--- config.mk ---
export PLATFORM = sky130hd
export DESIGN_NAME = i2c_scl_timer
export DESIGN_NICKNAME = d
export VERILOG_FILES = /design/src/rtl/i2c_tmg_pkg.sv /design/src/rtl/i2c_glitch_filter.sv /design/src/rtl/i2c_tmg_decode.sv /design/src/rtl/i2c_scl_fsm.sv /design/src/rtl/i2c_scl_timer.sv
export SDC_FILE = /design/constraint.sdc
export NUM_CORES = 1
export LEC_CHECK = 0
export ABC_AREA = 1
export BUFFER_PORTS_ARGS = -buffer_cell sky130_fd_sc_hd__buf_2
export CAP_MARGIN = 0
export CELL_PAD_IN_SITES_DETAIL_PLACEMENT = 1
export CELL_PAD_IN_SITES_GLOBAL_PLACEMENT = 2
export CORE_MARGIN = 2
export CORE_UTILIZATION = 30
export DETAILED_ROUTE_END_ITERATION = 6
export PLACE_DENSITY_LB_ADDON = 0.1
export REMOVE_ABC_BUFFERS = 1
export SLEW_MARGIN = 40
export SYNTH_ARGS = -nofsm -noshare
export SYNTH_HDL_FRONTEND = slang
export SYNTH_HIERARCHICAL = 1
export SYNTH_SLANG_ARGS = --single-unit
--- constraint.sdc ---
create_clock -name clk -period 10.4 [get_ports clk]
set_clock_uncertainty 0.15 [all_clocks]
set_input_delay 3.12 -clock clk [delete_from_list [all_inputs] [get_ports clk]]
set_output_delay 3.12 -clock clk [all_outputs]
set_load 0.03 [all_outputs]
--- src/rtl/i2c_tmg_pkg.sv ---
`timescale 1ns/1ps
package i2c_tmg_pkg;
    localparam int WORD_W    = 32;
    localparam int PRESC_W   = 4;
    localparam int DLY_W     = 4;
    localparam int PHASE_W   = 8;
    localparam int FLT_W     = 5;
    localparam int FLT_MAX   = 16;
    localparam int SYNC_FIX  = 3;

    localparam int PRESC_LSB = 28;
    localparam int SETUP_LSB = 20;
    localparam int HOLD_LSB  = 16;
    localparam int HIGH_LSB  = 8;
    localparam int LOW_LSB   = 0;

    localparam int CNT_W = ((PHASE_W > DLY_W + 1) ? PHASE_W : DLY_W + 1) + PRESC_W + 1;

    typedef enum logic [2:0] {
        ST_IDLE,
        ST_SYNC_LOW,
        ST_LOW_COUNT,
        ST_SYNC_HIGH,
        ST_HIGH_COUNT
    } scl_state_e;

    typedef struct packed {
        logic [PRESC_W-1:0] presc;
        logic [DLY_W-1:0]   setup;
        logic [DLY_W-1:0]   hold;
        logic [PHASE_W-1:0] high;
        logic [PHASE_W-1:0] low;
    } tmg_cfg_t;

    function automatic tmg_cfg_t unpack_cfg(input logic [WORD_W-1:0] w);
        tmg_cfg_t c;
        c.presc = w[PRESC_LSB +: PRESC_W];
        c.setup = w[SETUP_LSB +: DLY_W];
        c.hold  = w[HOLD_LSB  +: DLY_W];
        c.high  = w[HIGH_LSB  +: PHASE_W];
        c.low   = w[LOW_LSB   +: PHASE_W];
        return c;
    endfunction
endpackage

--- src/rtl/i2c_glitch_filter.sv ---
`timescale 1ns/1ps
module i2c_glitch_filter
    import i2c_tmg_pkg::*;
#(
    parameter int LEN_W = FLT_W
) (
    input  logic             clk,
    input  logic             rst_n,
    input  logic             pin,
    input  logic [LEN_W-1:0] flt_len,
    output logic             level
);
    logic             sync1, sync2, held;
    logic [LEN_W-1:0] run_cnt;
    logic             long_enough;

    assign long_enough = ({1'b0, run_cnt} + (LEN_W+1)'(1)) >= {1'b0, flt_len};

    always_ff @(posedge clk or negedge rst_n) begin
        if (!rst_n) begin
            sync1   <= 1'b1;
            sync2   <= 1'b1;
            held    <= 1'b1;
            run_cnt <= '0;
        end else begin
            sync1 <= pin;
            sync2 <= sync1;
            if (sync2 == held) begin
                run_cnt <= '0;
            end else if (long_enough) begin
                held    <= sync2;
                run_cnt <= '0;
            end else begin
                run_cnt <= run_cnt + LEN_W'(1);
            end
        end
    end

    assign level = (flt_len == '0) ? sync2 : held;
endmodule

--- src/rtl/i2c_tmg_decode.sv ---
`timescale 1ns/1ps
module i2c_tmg_decode
    import i2c_tmg_pkg::*;
#(
    parameter int LEN_W = CNT_W
) (
    input  logic              clk,
    input  logic              rst_n,
    input  logic              enable,
    input  logic              cfg_wr,
    input  logic [WORD_W-1:0] cfg_word,
    output logic [LEN_W-1:0]  low_len,
    output logic [LEN_W-1:0]  high_len,
    output logic [LEN_W-1:0]  hold_pt
);
    tmg_cfg_t         cfg_q;
    logic [LEN_W-1:0] unit, low_by_count, low_by_data, high_c, hold_c, low_c;
    logic             rsvd_unused;

    assign rsvd_unused = ^cfg_word[SETUP_LSB+DLY_W +: PRESC_LSB-SETUP_LSB-DLY_W];

    always_ff @(posedge clk or negedge rst_n) begin
        if (!rst_n) begin
            cfg_q <= '0;
        end else if (cfg_wr && !enable) begin
            cfg_q <= unpack_cfg(cfg_word);
        end
    end

    always_comb begin
        unit         = LEN_W'(cfg_q.presc) + LEN_W'(1);
        low_by_count = (LEN_W'(cfg_q.low) + LEN_W'(1)) * unit;
        hold_c       = LEN_W'(cfg_q.hold) * unit;
        low_by_data  = hold_c + LEN_W'(1) + (LEN_W'(cfg_q.setup) + LEN_W'(1)) * unit;
        low_c        = (low_by_data > low_by_count) ? low_by_data : low_by_count;
        high_c       = (LEN_W'(cfg_q.high) + LEN_W'(1)) * unit;
    end

    always_ff @(posedge clk or negedge rst_n) begin
        if (!rst_n) begin
            low_len  <= LEN_W'(2);
            high_len <= LEN_W'(1);
            hold_pt  <= '0;
        end else begin
            low_len  <= low_c;
            high_len <= high_c;
            hold_pt  <= hold_c;
        end
    end
endmodule

--- src/rtl/i2c_scl_fsm.sv ---
`timescale 1ns/1ps
module i2c_scl_fsm
    import i2c_tmg_pkg::*;
#(
    parameter int LEN_W  = CNT_W,
    parameter int SYNC_W = FLT_W + 1
) (
    input  logic              clk,
    input  logic              rst_n,
    input  logic              enable,
    input  logic              run,
    input  logic              tx_bit,
    input  logic              scl_level,
    input  logic [LEN_W-1:0]  low_len,
    input  logic [LEN_W-1:0]  high_len,
    input  logic [LEN_W-1:0]  hold_pt,
    input  logic [SYNC_W-1:0] sync_len,
    output logic              scl_oe,
    output logic              sda_oe,
    output logic              sda_chg,
    output logic              sda_smp,
    output logic              stretch
);
    scl_state_e       state, nxt;
    logic [LEN_W-1:0] cyc;

    always_comb begin
        nxt = state;
        if (!enable) begin
            nxt = ST_IDLE;
        end else begin
            unique case (state)
                ST_IDLE:       if (run) nxt = ST_SYNC_LOW;
                ST_SYNC_LOW:   if (!scl_level) nxt = ST_LOW_COUNT;
                ST_LOW_COUNT:  if (cyc == low_len - LEN_W'(1)) nxt = ST_SYNC_HIGH;
                ST_SYNC_HIGH:  if (scl_level) nxt = ST_HIGH_COUNT;
                ST_HIGH_COUNT: if (cyc == high_len - LEN_W'(1))
                                   nxt = run ? ST_SYNC_LOW : ST_IDLE;
                default:       nxt = ST_IDLE;
            endcase
        end
    end

    always_ff @(posedge clk or negedge rst_n) begin
        if (!rst_n) state <= ST_IDLE;
        else        state <= nxt;
    end

    always_ff @(posedge clk or negedge rst_n) begin
        if (!rst_n)              cyc <= '0;
        else if (nxt != state)   cyc <= '0;
        else if (cyc != '1)      cyc <= cyc + LEN_W'(1);
    end

    always_comb begin
        scl_oe  = 1'b0;
        sda_chg = 1'b0;
        sda_smp = 1'b0;
        stretch = 1'b0;
        unique case (state)
            ST_IDLE:       ;
            ST_SYNC_LOW:   scl_oe = 1'b1;
            ST_LOW_COUNT:  begin
                scl_oe  = 1'b1;
                sda_chg = (cyc == hold_pt);
            end
            ST_SYNC_HIGH:  stretch = (cyc >= LEN_W'(sync_len));
            ST_HIGH_COUNT: sda_smp = (cyc == '0);
            default:       ;
        endcase
    end

    always_ff @(posedge clk or negedge rst_n) begin
        if (!rst_n)       sda_oe <= 1'b0;
        else if (!enable) sda_oe <= 1'b0;
        else if (sda_chg) sda_oe <= ~tx_bit;
    end
endmodule

--- src/rtl/i2c_scl_timer.sv ---
`timescale 1ns/1ps
module i2c_scl_timer
    import i2c_tmg_pkg::*;
(
    input  logic              clk,
    input  logic              rst_n,
    input  logic              enable,
    input  logic              run,
    input  logic              cfg_wr,
    input  logic [WORD_W-1:0] cfg_word,
    input  logic [FLT_W-1:0]  filt_len,
    input  logic              tx_bit,
    input  logic              scl_in,
    input  logic              sda_in,
    output logic              scl_oe,
    output logic              sda_oe,
    output logic              sda_chg,
    output logic              sda_smp,
    output logic              stretch,
    output logic              scl_filt,
    output logic              sda_filt
);
    localparam int LINES  = 2;
    localparam int SYNC_W = FLT_W + 1;

    logic [FLT_W-1:0]  flt_eff;
    logic [SYNC_W-1:0] sync_len;
    logic [LINES-1:0]  pins, levels;
    logic [CNT_W-1:0]  low_len, high_len, hold_pt;

    assign flt_eff  = (filt_len > FLT_W'(FLT_MAX)) ? FLT_W'(FLT_MAX) : filt_len;
    assign sync_len = SYNC_W'(flt_eff) + SYNC_W'(SYNC_FIX);
    assign pins     = {sda_in, scl_in};

    for (genvar g = 0; g < LINES; g++) begin : g_line
        i2c_glitch_filter #(.LEN_W(FLT_W)) u_flt (
            .clk     (clk),
            .rst_n   (rst_n),
            .pin     (pins[g]),
            .flt_len (flt_eff),
            .level   (levels[g])
        );
    end

    assign scl_filt = levels[0];
    assign sda_filt = levels[1];

    i2c_tmg_decode #(.LEN_W(CNT_W)) u_dec (
        .clk      (clk),
        .rst_n    (rst_n),
        .enable   (enable),
        .cfg_wr   (cfg_wr),
        .cfg_word (cfg_word),
        .low_len  (low_len),
        .high_len (high_len),
        .hold_pt  (hold_pt)
    );

    i2c_scl_fsm #(.LEN_W(CNT_W), .SYNC_W(SYNC_W)) u_fsm (
        .clk       (clk),
        .rst_n     (rst_n),
        .enable    (enable),
        .run       (run),
        .tx_bit    (tx_bit),
        .scl_level (scl_filt),
        .low_len   (low_len),
        .high_len  (high_len),
        .hold_pt   (hold_pt),
        .sync_len  (sync_len),
        .scl_oe    (scl_oe),
        .sda_oe    (sda_oe),
        .sda_chg   (sda_chg),
        .sda_smp   (sda_smp),
        .stretch   (stretch)
    );
endmodule

Yosys cells after proc, flatten, opt, wreduce, memory -nomap -nowiden
Cells that the tools add are included.

Muxes and demuxes: 24. $mul: 4. Equal/unequal tests: 12. Order comparisons: 5. Bitwise logic cells: 3. Shift-type cells: 0. Add/sub/neg operators: 14. Reductions and logical operators: 9. Divide/modulo/power cells: 0.

Operators with widths (count): $eq 13x13->1 (3); $mul 13x13->13 (3); $mux 13 (3); $add 13x1->13 const B (2); $sub 13x1->13 const B (2); $mux 5 (5); $add 8x1->9 const B (2); $mux 3 (6); $pmux 3 s5 (1); $add 13x13->13 (1); $ge 13x6->1 (1); $gt 13x13->1 (1); $logic_not 13->1 (1); $mul 4x13->13 (1); $ne 13x13->1 const B (1); $add 5x1->6 const B (2); $ge 6x5->1 (2); $add 4x1->5 const B (2); $add 5x1->5 const B (2); $mux 1 (9); $add 5x2->6 const B (1); $eq 3x2->1 const B (2); $gt 5x5->1 const B (1); $logic_not 5->1 (1); other kinds (12) (16).

Memories kept: 0. Bits in writable memories: 0. Register bits after elaboration: 100. Bits in latches: 0. Memory bits (read-only): 0. Logic and storage cells: 90. Input bits: 45. Output and inout port bits: 7.

Depth between registers and ports, before layout
Depth in word-level cells: 9. Gate-level depth with buffers: 40.

Hierarchy
Netlist, hierarchy kept.

Modules (own cells, without submodules): i2c_tmg_decode (area each 7136.8 um^2, instances 1, cells each 886); i2c_scl_fsm (area each 2407.3 um^2, instances 1, cells each 396); i2c_glitch_filter (area each 505.5 um^2, instances 2, cells each 57); i2c_scl_timer (area each 123.9 um^2, instances 1, cells each 29).

Worst setup path after synthesis
OpenSTA, ideal clock, no wires.

Path type: input to output. From: input filt_len[4]. To: output stretch. Cell stages on the path: 14. Arrival time: 5.090 ns. Setup slack: 2.040 ns. Buffers on the path: 0. Path through: inv_1 > nand2_1 > ha_1 > inv_1 > nand2_1 > nand2_1 > inv_1 > ha_1 > nand2_1 > o21ai_0 > a21oi_1 > nor2_1 > o211ai_1 > a21boi_0.

Word-level cells in the longest chain between the ends: 5.

Ends and longest elaborated chain: start: declaration (line i2c_scl_timer.sv:11) `input logic [FLT_W-1:0] filt_len,`; $gt 5x5->1 (line i2c_scl_timer.sv:31) `assign flt_eff = (filt_len > FLT_W'(FLT_MAX)) ? FLT_W'(FLT_MAX) : filt_len;`; $mux 5 (line i2c_scl_timer.sv:31); $add 5x2->6 (line i2c_scl_timer.sv:32) `assign sync_len = SYNC_W'(flt_eff) + SYNC_W'(SYNC_FIX);`; net sync_len[0] (line i2c_scl_timer.sv:27) `logic [SYNC_W-1:0] sync_len;`; $ge 13x6->1 (line i2c_scl_fsm.sv:67) `ST_SYNC_HIGH: stretch = (cyc >= LEN_W'(sync_len));`; $mux 1 (line i2c_scl_fsm.sv:60) `unique case (state)`; end: declaration (line i2c_scl_timer.sv:19) `output logic stretch,`.

The timed path passes the listed nets, and every way through them passes these cells.

Final worst setup path
Ends and elaborated chain as after synthesis.

==> flow_summary.json <==
{
  "multi_input_area_sq_um": 7103,
  "synthFlopType": "dfrtp_1",
  "gp_congestion": 0.7530,
  "coreArea_sq_um": 35310,
  "max_cap_violations": 0,
  "timing.fmax_ghz": 0.1197,
  "diodes": 0,
  "r2r_cells": 38,
  "synth_top_area_share_pct": 20.86,
  "dp_hpwl_um": 23610,
  "end_kind": "output port",
  "hold_start": "g_line[1].u_flt/sync1",
  "synth.most_common_cell": "nand2_1",
  "die_y_um": 192.7,
  "crit_end": "stretch",
  "hold_buffers": 0,
  "syn_to_final_growth_pct": 9.549,
  "status": "finished clean",
  "yosys-top-cells-area": "dfrtp_1 21%, ha_1 13%, fa_1 12%, nand2_1 11%, inv_1 8.9%",
  "clockRootBuffer": "clkbuf_16",
  "route.detailed.drc": 0,
  "crit_arrival_ns": 5.08,
  "start_util_pct": 30.24,
  "first_pass_iters": 4,
  "r2r-start": "u_dec/cfg_q[24]",
  "worst_pin_slew_ns": 0.6632,
  "grt_start_max_net_pins": 61,
  "nFillCells": 4395,
  "ant_nets": 0,
  "use_met2_pct": 27.30,
  "htreeDepth": 3,
  "drt-total-wl_um": 28480,
  "grt_use_total_pct": 16.50,
  "die_width_um": 192.7,
  "netlist_instances": 1425,
  "cts_buffer_depth": 2,
  "crit_type": "in -> out",
  "rrSetupSlack_ns": 2.46,
  "ys_types": 54,
  "grt_busiest_layer": "met2",
  "tns_ns": 0,
  "hold_viol": 0,
  "vias_per_cell": 4.472,
  "cts_resized": 0,
  "rows": 69,
  "timing.final.crit_period_ns": 8.355,
  "io_pins": 52,
  "cts.sinks": 97,
  "fin_crit_sh_pct": 80.33,
  "path_max_fanout": 5,
  "async_reset_ff_share_pct": 100.0,
  "grt_pass1_wl_um": 47650,
  "grt_util_met3_pct": 2.473,
  "vias": 8609,
  "cts_tree": "yes",
  "netlist_top_cells_count": "317 x nand2_1, 254 x inv_1, 158 x nor2_1",
  "post_cts_buffers": 0,
  "hp-class": "reg -> reg",
  "clk_pin_slew_ns": 0.07,
  "cts_buffers": 9,
  "clkLatencyLatePin_ns": 0.38,
  "routedWlPerCell_um": 14.80,
  "die-area_sq_um": 37120,
  "drive_gt1_share_pct": 12.23,
  "required_ns": 7.13,
  "drtIter0Drc": 296,
  "r2r_end": "u_dec/low_len[0]",
  "slew_violations": 0,
  "synth_top_area_cell": "dfrtp_1",
  "worstSetupStartpointType": "primary input",
  "grt_setup_unrepaired": "no",
  "startpoint": "filt_len[4]",
  "nets": 1681,
  "avgSynthCellArea_sq_um": 7.494,
  "grt_pass1_vias": 9050,
  "synth_area_sq_um": 10680,
  "io_buffers": 47,
  "ys_ff_latch": 97,
  "grt_util_met1_pct": 22.80,
  "setup_viol": 0,
  "regArea_sq_um": 2437,
  "synth_edf_count": 0,
  "max-slew-margin-rel_pct": 55.32,
  "grt_overflow": 0,
  "yosysWarnings": 6,
  "yosysSeqAreaShare_pct": 22.82,
  "antenna_found_initial": 0
}
## registers in the layout (all words and copies together), names as in the netlist
name,count
g_line.u_flt/held,2
g_line.u_flt/run_cnt,10
g_line.u_flt/sync1,2
g_line.u_flt/sync2,2
u_dec/cfg_q,28
u_dec/high_len,13
u_dec/hold_pt,10
u_dec/low_len,13
u_fsm/cyc,13
u_fsm/sda_oe,1
u_fsm/state,3
## cell usage in the layout (no fill, tap or decap), types with 30 or more instances in the layout
cell and count:
nand3_1 71, inv_1 254, fa_1 64, ha_1 112, nand2_1 316, a21oi_1 40, dfrtp_1 89, nor2_1 158
xnor2_1 30, xor2_1 46, buf_2 46
## cell type report
cell class / count / share of cell area [%]
flip-flops and latches: 97 / 20.83
clock buffers: 11 / 2.160
well taps: 461 / 4.930
inverters: 268 / 8.599
multi-input cells: 1033 / 60.72
clock inverters: 4 / 0.4385
repair buffers: 51 / 2.321
## cell families (layout without fill, tap and decap cells)
| group | count (synthesis) | count (layout) | synth area share, % |
|---|---|---|---|
| xor gates and xnor gates | 79 | 79 | 6.620 |
| other | 2 | 4 | 0.07032 |
| buffers and inverters | 297 | 334 | 10.87 |
| DFF | 97 | 97 | 22.82 |
| muxes | 12 | 12 | 1.265 |
| adders and majority gates | 176 | 176 | 25.12 |
| and+or+nand+nor | 670 | 670 | 28.18 |
| AOI/OAI and AO/OA | 92 | 92 | 5.050 |
## critical path, cell delays in order
cell      delay (ns)
buf_2           0.13
inv_1           0.12
nand2_1         0.12
ha_1            0.23
inv_1           0.08
nand2_1         0.05
nand2_1         0.06
inv_1           0.04
ha_1            0.30
nand2_1         0.06
o21ai_0         0.14
a21oi_1         0.08
nor2_1          0.09
o211ai_1        0.08
a21boi_0        0.16
buf_2           0.21
## metal layers
metal / up-vias / part of all wire (%)
met2: 65 / 45
met4: 0 / 0.88
li1: 4467 / -
met3: 16 / 2.0
met5: - / 0
met1: 4061 / 52
## metrics by stage
stage	utilization, %	std cells	worst slack [ns]	area (sq um)	hold WS, ns
floorplan	-	1398	2.040	10530	0.1952
global placement	32.22	1910	2.032	11380	0.1974
detailed placement	32.25	1910	2.018	11390	0.1978
CTS	33.11	1925	2.014	11690	0.2079
global route	33.13	1925	1.708	11700	0.2149
finish	33.13	1925	2.045	11700	0.2081
## worst min path at each step
stage / end / slack (ns) / cells after the start
2_1_floorplan: g_line[0].u_flt/sync2 / 0.20 / 0
3_3_place_gp: g_line[1].u_flt/sync2 / 0.20 / 0
3_5_place_dp: g_line[1].u_flt/sync2 / 0.20 / 0
4_1_cts: g_line[1].u_flt/sync2 / 0.21 / 0
5_1_grt: g_line[1].u_flt/sync2 / 0.21 / 0
6_report: g_line[1].u_flt/sync2 / 0.21 / 0
Power is not shown: default switching activity piles up to over one toggle a cycle in this logic, so the estimate is an artifact.
